<file path="src/rtl/panel_ser_pkg.sv">
package panel_ser_pkg;
   typedef enum logic [2:0] {
      PS_IDLE,
      PS_LEAD,
      PS_LOW,
      PS_HIGH,
      PS_GAP
   } ps_state_e;
endpackage

</file>
<file path="src/rtl/panel_ser_tick.sv">
module panel_ser_tick #(
   parameter int unsigned HALF = 2
) (
   input  logic clk,
   input  logic rst_n,
   input  logic restart,
   output logic half_end
);
   localparam int unsigned CW = (HALF > 1) ? $clog2(HALF) : 1;

   logic [CW-1:0] cnt;

   assign half_end = (cnt == CW'(HALF - 1));

   always_ff @(posedge clk or negedge rst_n) begin
      if (!rst_n)
         cnt <= '0;
      else if (restart || half_end)
         cnt <= '0;
      else
         cnt <= cnt + 1'b1;
   end
endmodule

</file>
<file path="src/rtl/panel_ser_words.sv">
module panel_ser_words #(
   parameter int unsigned DATA_W   = 8,
   parameter int unsigned MAX_DATA = 2,
   parameter int unsigned LEN_W    = 2
) (
   input  logic [DATA_W-1:0]          opcode,
   input  logic [MAX_DATA*DATA_W-1:0] payload,
   input  logic [LEN_W-1:0]           len,
   input  logic [LEN_W-1:0]           sel,
   output logic [DATA_W:0]            word
);
   logic [DATA_W-1:0] bytes [MAX_DATA];
   logic [LEN_W-1:0]  byte_idx;
   logic [DATA_W-1:0] data_byte;

   // byte 0 is the low byte; data word k of an L-byte transfer takes byte L-k
   for (genvar g = 0; g < MAX_DATA; g++) begin : g_split
      assign bytes[g] = payload[g*DATA_W +: DATA_W];
   end

   assign byte_idx = len - sel;

   always_comb begin
      data_byte = '0;
      for (int g = 0; g < MAX_DATA; g++)
         if (byte_idx == LEN_W'(g))
            data_byte = bytes[g];
   end

   assign word = (sel == '0) ? {1'b0, opcode} : {1'b1, data_byte};
endmodule

</file>
<file path="src/rtl/panel_ser_fsm.sv">
module panel_ser_fsm
   import panel_ser_pkg::*;
#(
   parameter int unsigned DATA_W   = 8,
   parameter int unsigned MAX_DATA = 2,
   parameter int unsigned LEN_W    = 2
) (
   input  logic                       clk,
   input  logic                       rst_n,
   input  logic                       req_valid,
   output logic                       req_ready,
   input  logic [DATA_W-1:0]          req_opcode,
   input  logic [LEN_W-1:0]           req_len,
   input  logic [MAX_DATA*DATA_W-1:0] req_payload,
   input  logic                       half_end,
   input  logic [DATA_W:0]            next_word,
   output logic                       restart,
   output logic [DATA_W-1:0]          lat_opcode,
   output logic [MAX_DATA*DATA_W-1:0] lat_payload,
   output logic [LEN_W-1:0]           lat_len,
   output logic [LEN_W-1:0]           word_sel,
   output logic                       spi_csn,
   output logic                       spi_sck,
   output logic                       spi_sdo,
   output logic                       done
);
   localparam int unsigned WORD_W = DATA_W + 1;
   localparam int unsigned BW     = $clog2(WORD_W);

   ps_state_e         state;
   logic [BW-1:0]     bit_cnt;
   logic [LEN_W-1:0]  word_cnt;
   logic [WORD_W-1:0] sh;
   logic              gap_second;
   logic              accept;
   logic [LEN_W-1:0]  len_c;

   assign accept   = req_valid && req_ready;
   assign restart  = accept;
   assign word_sel = word_cnt + 1'b1;
   assign len_c    = (req_len > LEN_W'(MAX_DATA)) ? LEN_W'(MAX_DATA) : req_len;

   always_ff @(posedge clk or negedge rst_n) begin
      if (!rst_n) begin
         state       <= PS_IDLE;
         req_ready   <= 1'b1;
         spi_csn     <= 1'b1;
         spi_sck     <= 1'b1;
         spi_sdo     <= 1'b0;
         done        <= 1'b0;
         bit_cnt     <= '0;
         word_cnt    <= '0;
         sh          <= '0;
         gap_second  <= 1'b0;
         lat_opcode  <= '0;
         lat_payload <= '0;
         lat_len     <= '0;
      end else begin
         done <= 1'b0;
         unique case (state)
            PS_IDLE: if (accept) begin
               lat_opcode  <= req_opcode;
               lat_payload <= req_payload;
               lat_len     <= len_c;
               word_cnt    <= '0;
               bit_cnt     <= '0;
               sh          <= {1'b0, req_opcode};
               spi_sdo     <= 1'b0;
               spi_csn     <= 1'b0;
               req_ready   <= 1'b0;
               state       <= PS_LEAD;
            end
            PS_LEAD: if (half_end) begin
               spi_sck <= 1'b0;
               state   <= PS_LOW;
            end
            PS_LOW: if (half_end) begin
               spi_sck <= 1'b1;
               state   <= PS_HIGH;
            end
            PS_HIGH: if (half_end) begin
               if (bit_cnt != BW'(WORD_W - 1)) begin
                  bit_cnt <= bit_cnt + 1'b1;
                  sh      <= sh << 1;
                  spi_sdo <= sh[WORD_W-2];
                  spi_sck <= 1'b0;
                  state   <= PS_LOW;
               end else if (word_cnt != lat_len) begin
                  word_cnt <= word_cnt + 1'b1;
                  bit_cnt  <= '0;
                  sh       <= next_word;
                  spi_sdo  <= next_word[WORD_W-1];
                  spi_sck  <= 1'b0;
                  state    <= PS_LOW;
               end else begin
                  spi_csn    <= 1'b1;
                  spi_sdo    <= 1'b0;
                  done       <= 1'b1;
                  gap_second <= 1'b0;
                  state      <= PS_GAP;
               end
            end
            PS_GAP: if (half_end) begin
               if (gap_second) begin
                  req_ready <= 1'b1;
                  state     <= PS_IDLE;
               end else begin
                  gap_second <= 1'b1;
               end
            end
            default: state <= PS_IDLE;
         endcase
      end
   end
endmodule

</file>
<file path="src/rtl/panel_cmd_ser.sv">
module panel_cmd_ser #(
   parameter int unsigned CLK_DIV  = 4,
   parameter int unsigned DATA_W   = 8,
   parameter int unsigned MAX_DATA = 2
) (
   input  logic                                clk,
   input  logic                                rst_n,
   input  logic                                req_valid,
   output logic                                req_ready,
   input  logic [DATA_W-1:0]                   req_opcode,
   input  logic [$clog2(MAX_DATA+2)-1:0]       req_len,
   input  logic [MAX_DATA*DATA_W-1:0]          req_payload,
   output logic                                spi_csn,
   output logic                                spi_sck,
   output logic                                spi_sdo,
   output logic                                done
);
   localparam int unsigned HALF  = CLK_DIV / 2;
   localparam int unsigned LEN_W = $clog2(MAX_DATA + 2);

   if (CLK_DIV < 2 || (CLK_DIV % 2) != 0) begin : g_bad_div
      $error("CLK_DIV must be even and at least 2");
   end
   if (MAX_DATA < 1 || DATA_W < 1) begin : g_bad_shape
      $error("DATA_W and MAX_DATA must be at least 1");
   end

   logic                       half_end;
   logic                       restart;
   logic [DATA_W-1:0]          lat_opcode;
   logic [MAX_DATA*DATA_W-1:0] lat_payload;
   logic [LEN_W-1:0]           lat_len;
   logic [LEN_W-1:0]           word_sel;
   logic [DATA_W:0]            next_word;

   panel_ser_tick #(.HALF(HALF)) u_tick (
      .clk      (clk),
      .rst_n    (rst_n),
      .restart  (restart),
      .half_end (half_end)
   );

   panel_ser_words #(.DATA_W(DATA_W), .MAX_DATA(MAX_DATA), .LEN_W(LEN_W)) u_words (
      .opcode  (lat_opcode),
      .payload (lat_payload),
      .len     (lat_len),
      .sel     (word_sel),
      .word    (next_word)
   );

   panel_ser_fsm #(.DATA_W(DATA_W), .MAX_DATA(MAX_DATA), .LEN_W(LEN_W)) u_fsm (
      .clk         (clk),
      .rst_n       (rst_n),
      .req_valid   (req_valid),
      .req_ready   (req_ready),
      .req_opcode  (req_opcode),
      .req_len     (req_len),
      .req_payload (req_payload),
      .half_end    (half_end),
      .next_word   (next_word),
      .restart     (restart),
      .lat_opcode  (lat_opcode),
      .lat_payload (lat_payload),
      .lat_len     (lat_len),
      .word_sel    (word_sel),
      .spi_csn     (spi_csn),
      .spi_sck     (spi_sck),
      .spi_sdo     (spi_sdo),
      .done        (done)
   );
endmodule

</file>
<file path="config.mk">
export PLATFORM = sky130hd
export DESIGN_NAME = panel_cmd_ser
export DESIGN_NICKNAME = d
export VERILOG_FILES = /design/src/rtl/panel_ser_pkg.sv /design/src/rtl/panel_ser_tick.sv /design/src/rtl/panel_ser_words.sv /design/src/rtl/panel_ser_fsm.sv /design/src/rtl/panel_cmd_ser.sv
export SDC_FILE = /design/constraint.sdc
export NUM_CORES = 1
export LEC_CHECK = 0
export BUFFER_PORTS_ARGS = -buffer_cell sky130_fd_sc_hd__buf_2
export CELL_PAD_IN_SITES_DETAIL_PLACEMENT = 0
export CELL_PAD_IN_SITES_GLOBAL_PLACEMENT = 1
export CORE_ASPECT_RATIO = 0.8
export CORE_UTILIZATION = 40
export CTS_CLUSTER_DIAMETER = 150
export DETAILED_ROUTE_END_ITERATION = 10
export PLACE_DENSITY_LB_ADDON = 0.3
export SYNTH_ARGS = -nofsm -noshare
export SYNTH_HDL_FRONTEND = slang
export SYNTH_SLANG_ARGS = --single-unit
</file>
<file path="constraint.sdc">
create_clock -name clk -period 1.7 [get_ports clk]
set_input_delay 0.17 -clock clk [delete_from_list [all_inputs] [get_ports clk]]
set_output_delay 0.17 -clock clk [all_outputs]
set_load 0.01 [all_outputs]
</file>
Yosys cells after proc, flatten, opt, wreduce, memory -nomap -nowiden

Cells that the tools add are included.

$lt $le $gt $ge: 1
Reductions and logical operators: 18
Multiplexer cells: 55
Equality and inequality tests: 17
$add $sub $neg: 4

Operator list:

| kind                                                   | number |
|---|---|
| two-way mux 8 bit                                      | 6 |
| two-way mux 3 bit                                      | 8 |
| two-way mux 1 bit                                      | 22 |
| AND reduction 5 bit                                    | 4 |
| two-way mux 4 bit                                      | 4 |
| one-hot mux 8 bit (2 select lines)                     | 1 |
| one-hot mux 3 bit (5 select lines)                     | 1 |
| inequality test 2 bit (second input constant)          | 7 |
| two-way mux 2 bit                                      | 5 |
| two-way mux 9 bit                                      | 1 |
| one-hot mux 1 bit (2 select lines)                     | 4 |
| one-hot mux 4 bit (2 select lines)                     | 1 |
| AND reduction 4 bit                                    | 2 |
| == test 3 x 2 -> 1 bit (second input constant)         | 2 |
| AND reduction 6 bit                                    | 1 |
| nonzero test 2 bit                                     | 3 |
| adder 4 x 1 -> 4 bit (second input constant)           | 1 |
| logical NOT 2 bit                                      | 2 |
| inequality test 2 x 1 -> 1 bit (second input constant) | 2 |
| inequality test 4 bit (second input constant)          | 1 |
| one-hot mux 2 bit (2 select lines)                     | 1 |
| == test 3 x 1 -> 1 bit (second input constant)         | 1 |
| == test 3 bit (second input constant)                  | 1 |
| logical NOT 3 bit                                      | 1 |
| other kinds (13)                                       | 13 |

Logic and storage cells: 109
Flip-flop bits (word level): 50
Input bits: 29
Output and inout port bits: 5

Depth between registers and ports, before layout

Depth in word-level cells: 10
Gate-level depth with buffers: 7
Gate-level depth less buffers: 7

Modules after synthesis

A second synthesis with hierarchy kept.

Cells, all modules: 295
Area total of the unflattened synthesis: 2,640.0 µm²

By module, submodules not included:

| module          | area each (µm²) | cells each | instances |
|---|---|---|---|
| panel_ser_fsm   | 2,362.3         | 253        | 1 |
| panel_ser_words | 249.0           | 40         | 1 |
| panel_ser_tick  | 28.8            | 2          | 1 |

Least setup slack after synthesis

Ideal clock, no wire load.

Kind: reg2reg
Start: reg u_fsm.word_cnt[1]
End: reg u_fsm.sh[1]
Stages on the path, launching flop included: 6
Period minus slack after synthesis: 1,795 ps
Path buffers: 0
Slack: -95 ps
Data arrival time: 1,713 ps
Library setup time: 82 ps
Cell sequence: dfrtp_1 -> ha_1 -> xnor3_2 -> nand3_1 -> a221o_1 -> a31oi_1

Longest elaborated chain between the ends: 10
Elaborated cells between the ends (all ways): 15

Ends and longest elaborated chain:

| item                               | RTL line              | RTL |
|---|---|---|
| start: declaration                 | panel_ser_fsm.sv:32   | `logic [LEN_W-1:0] word_cnt;` |
| start signal: assignment           | panel_ser_fsm.sv:89   | `word_cnt <= word_cnt + 1'b1;` |
| adder 2 x 1 -> 2 bit               | panel_ser_fsm.sv:40   | `assign word_sel = word_cnt + 1'b1;` |
| subtractor 2 bit                   | panel_ser_words.sv:21 | `assign byte_idx = len - sel;` |
| logical NOT 2 bit                  | panel_ser_words.sv:26 | `if (byte_idx == LEN_W'(g))` |
| two-way mux 8 bit (2 in series)    | panel_ser_words.sv:26 |  |
| two-way mux 9 bit                  | panel_ser_words.sv:30 | `assign word = (sel == '0) ? {1'b0, opcode} : {1'b1, data_byte};` |
| two-way mux 8 bit                  | panel_ser_fsm.sv:88   | `end else if (word_cnt != lat_len) begin` |
| two-way mux 8 bit                  | panel_ser_fsm.sv:82   | `if (bit_cnt != BW'(WORD_W - 1)) begin` |
| two-way mux 8 bit                  | panel_ser_fsm.sv:81   | `PS_HIGH: if (half_end) begin` |
| one-hot mux 8 bit (2 select lines) | panel_ser_fsm.sv:60   | `unique case (state)` |
| end signal: assignment             | panel_ser_fsm.sv:67   | `sh <= {1'b0, req_opcode};` |
| end signal: assignment             | panel_ser_fsm.sv:84   | `sh <= sh << 1;` |
| end signal: assignment             | panel_ser_fsm.sv:91   | `sh <= next_word;` |
| end: declaration                   | panel_ser_fsm.sv:33   | `logic [WORD_W-1:0] sh;` |

Several ways; a longest one is shown, not always the timed one. The select of a mux whose other input is x is not followed.
A chain may end at the register's enable or synchronous reset.

Worst setup path in the final report

Start: reg u_fsm.word_cnt[0]
End: reg u_fsm.sh[5]

Same word-level chain as after synthesis.

==> key figures <==
Power and ir drop
  • Register share of total power: 0.567
  • P_int: 1.66 mW
  • Sw frac: 0.209
  • Clock power share: 0.401
  • Peak supply drop: 0.387 mV
  • P_sw: 0.438 mW
  • Pleak: 1.44 nW
  • Comb pwr share: 0.032
  • Pwr/cell area: 669 mW/mm²

Critical path
  • CP Buf/Inv Count: 1
  • Crit start category: flop
  • Worst r2r dst: u_fsm.sh[5]
  • CP Capture Type: flop
  • Reg2Reg Setup Slack: -0.07 ns
  • Critical Path End: u_fsm.sh[5]
  • Largest stage delay on the critical path: 0.40 ns
  • Arrival time worst endpoint: 1.99 ns
  • Worst-path cell chain: buf_6, ha_4, xnor3_2, nand3_2, a221o_1, a31oi_1
  • Cell family with most CP delay: compound AO/OA/AOI/OAI gates
  • Worst R2R Start: u_fsm.word_cnt[0]
  • CP Max Fanout: 8
  • Worst Path Required: 1.92 ns
  • Worst Setup SP: u_fsm.word_cnt[0]
  • CP Class: reg -> reg
  • WP depth: 6
  • Slowest stage cell, crit path: dfrtp_1
  • Worst Reg-to-Reg Cells: 6

Timing
  • Setup violators final: 8
  • Fin crit share: 1.04
  • Fmax: 0.565 GHz
  • Slew @ Worst Pin: 0.385 ns
  • Fin Setup TNS: -0.429 ns
  • Final setup skew: 0.00550 ns
  • Worst Setup Slack, final: -0.0707 ns
  • Max_slew headroom: 0.743
  • Slew Limit Fails: 0
  • Tmin final: 1.77 ns
  • Final hold viol count: 0
  • RSZ-0062 raised after global routing: yes
  • WHS: 0.0745 ns

Place
  • Gpl congestion: 0.776
  • HPWL Detailed: 4060 µm
  • DP Worst Slack: -0.0465 ns
  • Port Buffers: 33
  • Cells after DPL: 355

Detailed routing
  • WL per Instance: 15.1 µm
  • DR iter-0 viols: 111
  • Drt drc: 0
  • Routed wire length: 5550 µm
  • Total vias in the final route: 1976
  • Routed vias/inst: 5.37
  • Antenna Nets Post-Route: 0
  • First drt pass iteration count: 4

GRT
  • Total Routing Usage GR: 0.186
  • Most Crowded Layer GR: met1
  • Grt ovf: 0
  • Initial antenna violation count: 0
  • M1 GR Usage: 0.294
  • First-pass GRT wire length: 9500 µm
  • Largest net degree at the start of global routing: 51
  • Grt met3 use: 0.0406
  • Vias in the first global route: 1853
  • Met2 usage: 0.255

Clock tree
  • Clock sink total: 50
  • CTS tree: yes
  • CTS root buf: clkbuf_8
  • Total CTS buffers: 5
  • CTS Buffer Depth: 2
  • CTS H-Tree Depth: 2
  • Reg clk slew, reported paths: 0.09 ns
  • Skew-Pair Late Insertion Delay: 0.30 ns

Floorplanning
  • Die height: 72.8 µm
  • Core footprint: 0.00597 mm²
  • Io pins: 34
  • Initial Utilization: 0.420
  • Die area: 0.00659 mm²
  • Die X-Extent: 90.5 µm
  • Rows: 25

Layout
  • Share of cells above drive strength 1: 0.310
  • Core Util, Final: 0.524
  • Area Growth Syn to Fin: 24.8%
  • Most frequent cells in the layout: dfrtp_1 (46), buf_2 (33), a31oi_1 (20), buf_4 (20), mux2_1 (18)
  • Most common cell after layout, fill and taps aside: dfrtp_1
  • # diodes: 0
  • Fin cells: 368
  • NumNets Final: 319

Synthesis
  • Cell accounting for the most synthesized area: dfrtp_1
  • Post-Syn Area per Cell: 10.8 µm²
  • Sequential share of the synthesized area: 0.500
  • Syn nets: 265
  • Synth warn: 0
  • Mapped Area: 0.00251 mm²
  • Unique masters post-synth: 44
  • Synth Instances: 232
  • Synth top area share: 0.469
  • Synth Register Bits: 50
  • Primary FF master, synth: dfrtp_1
  • Async SR Flop Fraction: 1.00
  • EDFF count, synth: 0
  • Top cells by area, synth: dfrtp_1 (47%), mux2_1 (8.1%), a31oi_1 (5.0%)

Outcome
  • Violations in the final reports: setup timing
  • Run status: finished, violations left

Hold path
  • Worst hold path type: in -> reg
  • Hold Path Origin: req_payload[9]

Job
  • Max Cap Viol: 0
[synthesized netlist by cell type (2+ instances only)]
master    number
o21ai_1       15
nor2b_1        2
ha_1           4
buf_2          6
buf_4          4
dfrtp_1       47
nand2_1       14
nand3b_1       3
a221o_1        8
inv_1         13
nor2_1         6
nand3_1       11
and3b_1        2
clkbuf_1       3
a21o_1         2
nand4_1        3
a21oi_1       16
a22oi_1        7
a211oi_1       3
mux2_1        18
dfstp_2        3
a31oi_1       20
[power by group through the flow]
stage / combinational (mW) / clock [mW] / sequential [mW]
final: 0.0665 / 0.840 / 1.19
after global routing: 0.0760 / 0.900 / 1.19
after CTS: 0.0695 / 0.859 / 1.19
after detailed placement: 0.0675 / 0 / 1.21
after global placement: 0.0671 / 0 / 1.21
after floorplan: 0.00114 / 0 / 1.21
[repair_timing]
item / CTS / global route
resized for setup: 3 / 7
setup buffers: 1 / 3
setup endpoints to repair: 13 / 16
hold buffers: 1 / 0
pin swaps: 1 / 5
endpoints found under the hold margin: 47 / 0
[layout make-up]
type / count / area [µm²]
flip-flops and latches: 50 / 1260
well taps: 81 / 101
fillers: 540 / 2840
clock buffers: 5 / 68.8
repair buffers: 61 / 448
inverters: 15 / 58.8
clock inverters: 3 / 45.0
multi-input cells: 153 / 1150
[through the flow]
stage	power (mW)	area, µm²
6_report	2.09	3130
5_1_grt	2.17	3130
4_1_cts	2.12	3090
3_5_place_dp	1.28	2930
3_3_place_gp	1.28	2930
2_1_floorplan	1.21	2510
[worst min-delay path by stage]
stage | slack [ns] | endpoint | cells after the start
finish | 0.07 | u_fsm.lat_payload[9] | 2
global route | 0.07 | u_fsm.lat_payload[5] | 2
CTS | 0.07 | u_fsm.lat_payload[8] | 2
detailed placement | 0.18 | u_fsm.bit_cnt[2] | 2
global placement | 0.18 | u_fsm.bit_cnt[2] | 2
floorplan | -0.13 | u_fsm.bit_cnt[0] | 0
[registers in the layout, summed over array words and instances, names as in the netlist, 2 cells and up]
name and flops:
u_fsm.sh 8, u_fsm.state 3, u_fsm.lat_len 2, u_fsm.bit_cnt 4
u_fsm.lat_opcode 8, u_fsm.lat_payload 16, u_fsm.word_cnt 2
[kinds of logic after synthesis]
group / after synthesis / synth area share
fa+ha+maj: 4 / 0.0200
simple gates: 51 / 0.122
mux: 19 / 0.0848
compound gates: 75 / 0.196
xor+xnor: 4 / 0.0229
buf+inv: 29 / 0.0539
flops: 50 / 0.500
[metal layers]
metal	vias to the layer above	wire, µm
li1	968	-
met5	-	0
met4	0	50
met1	955	3020
met3	5	207
met2	48	2280
(Power assumes the default switching activity.)
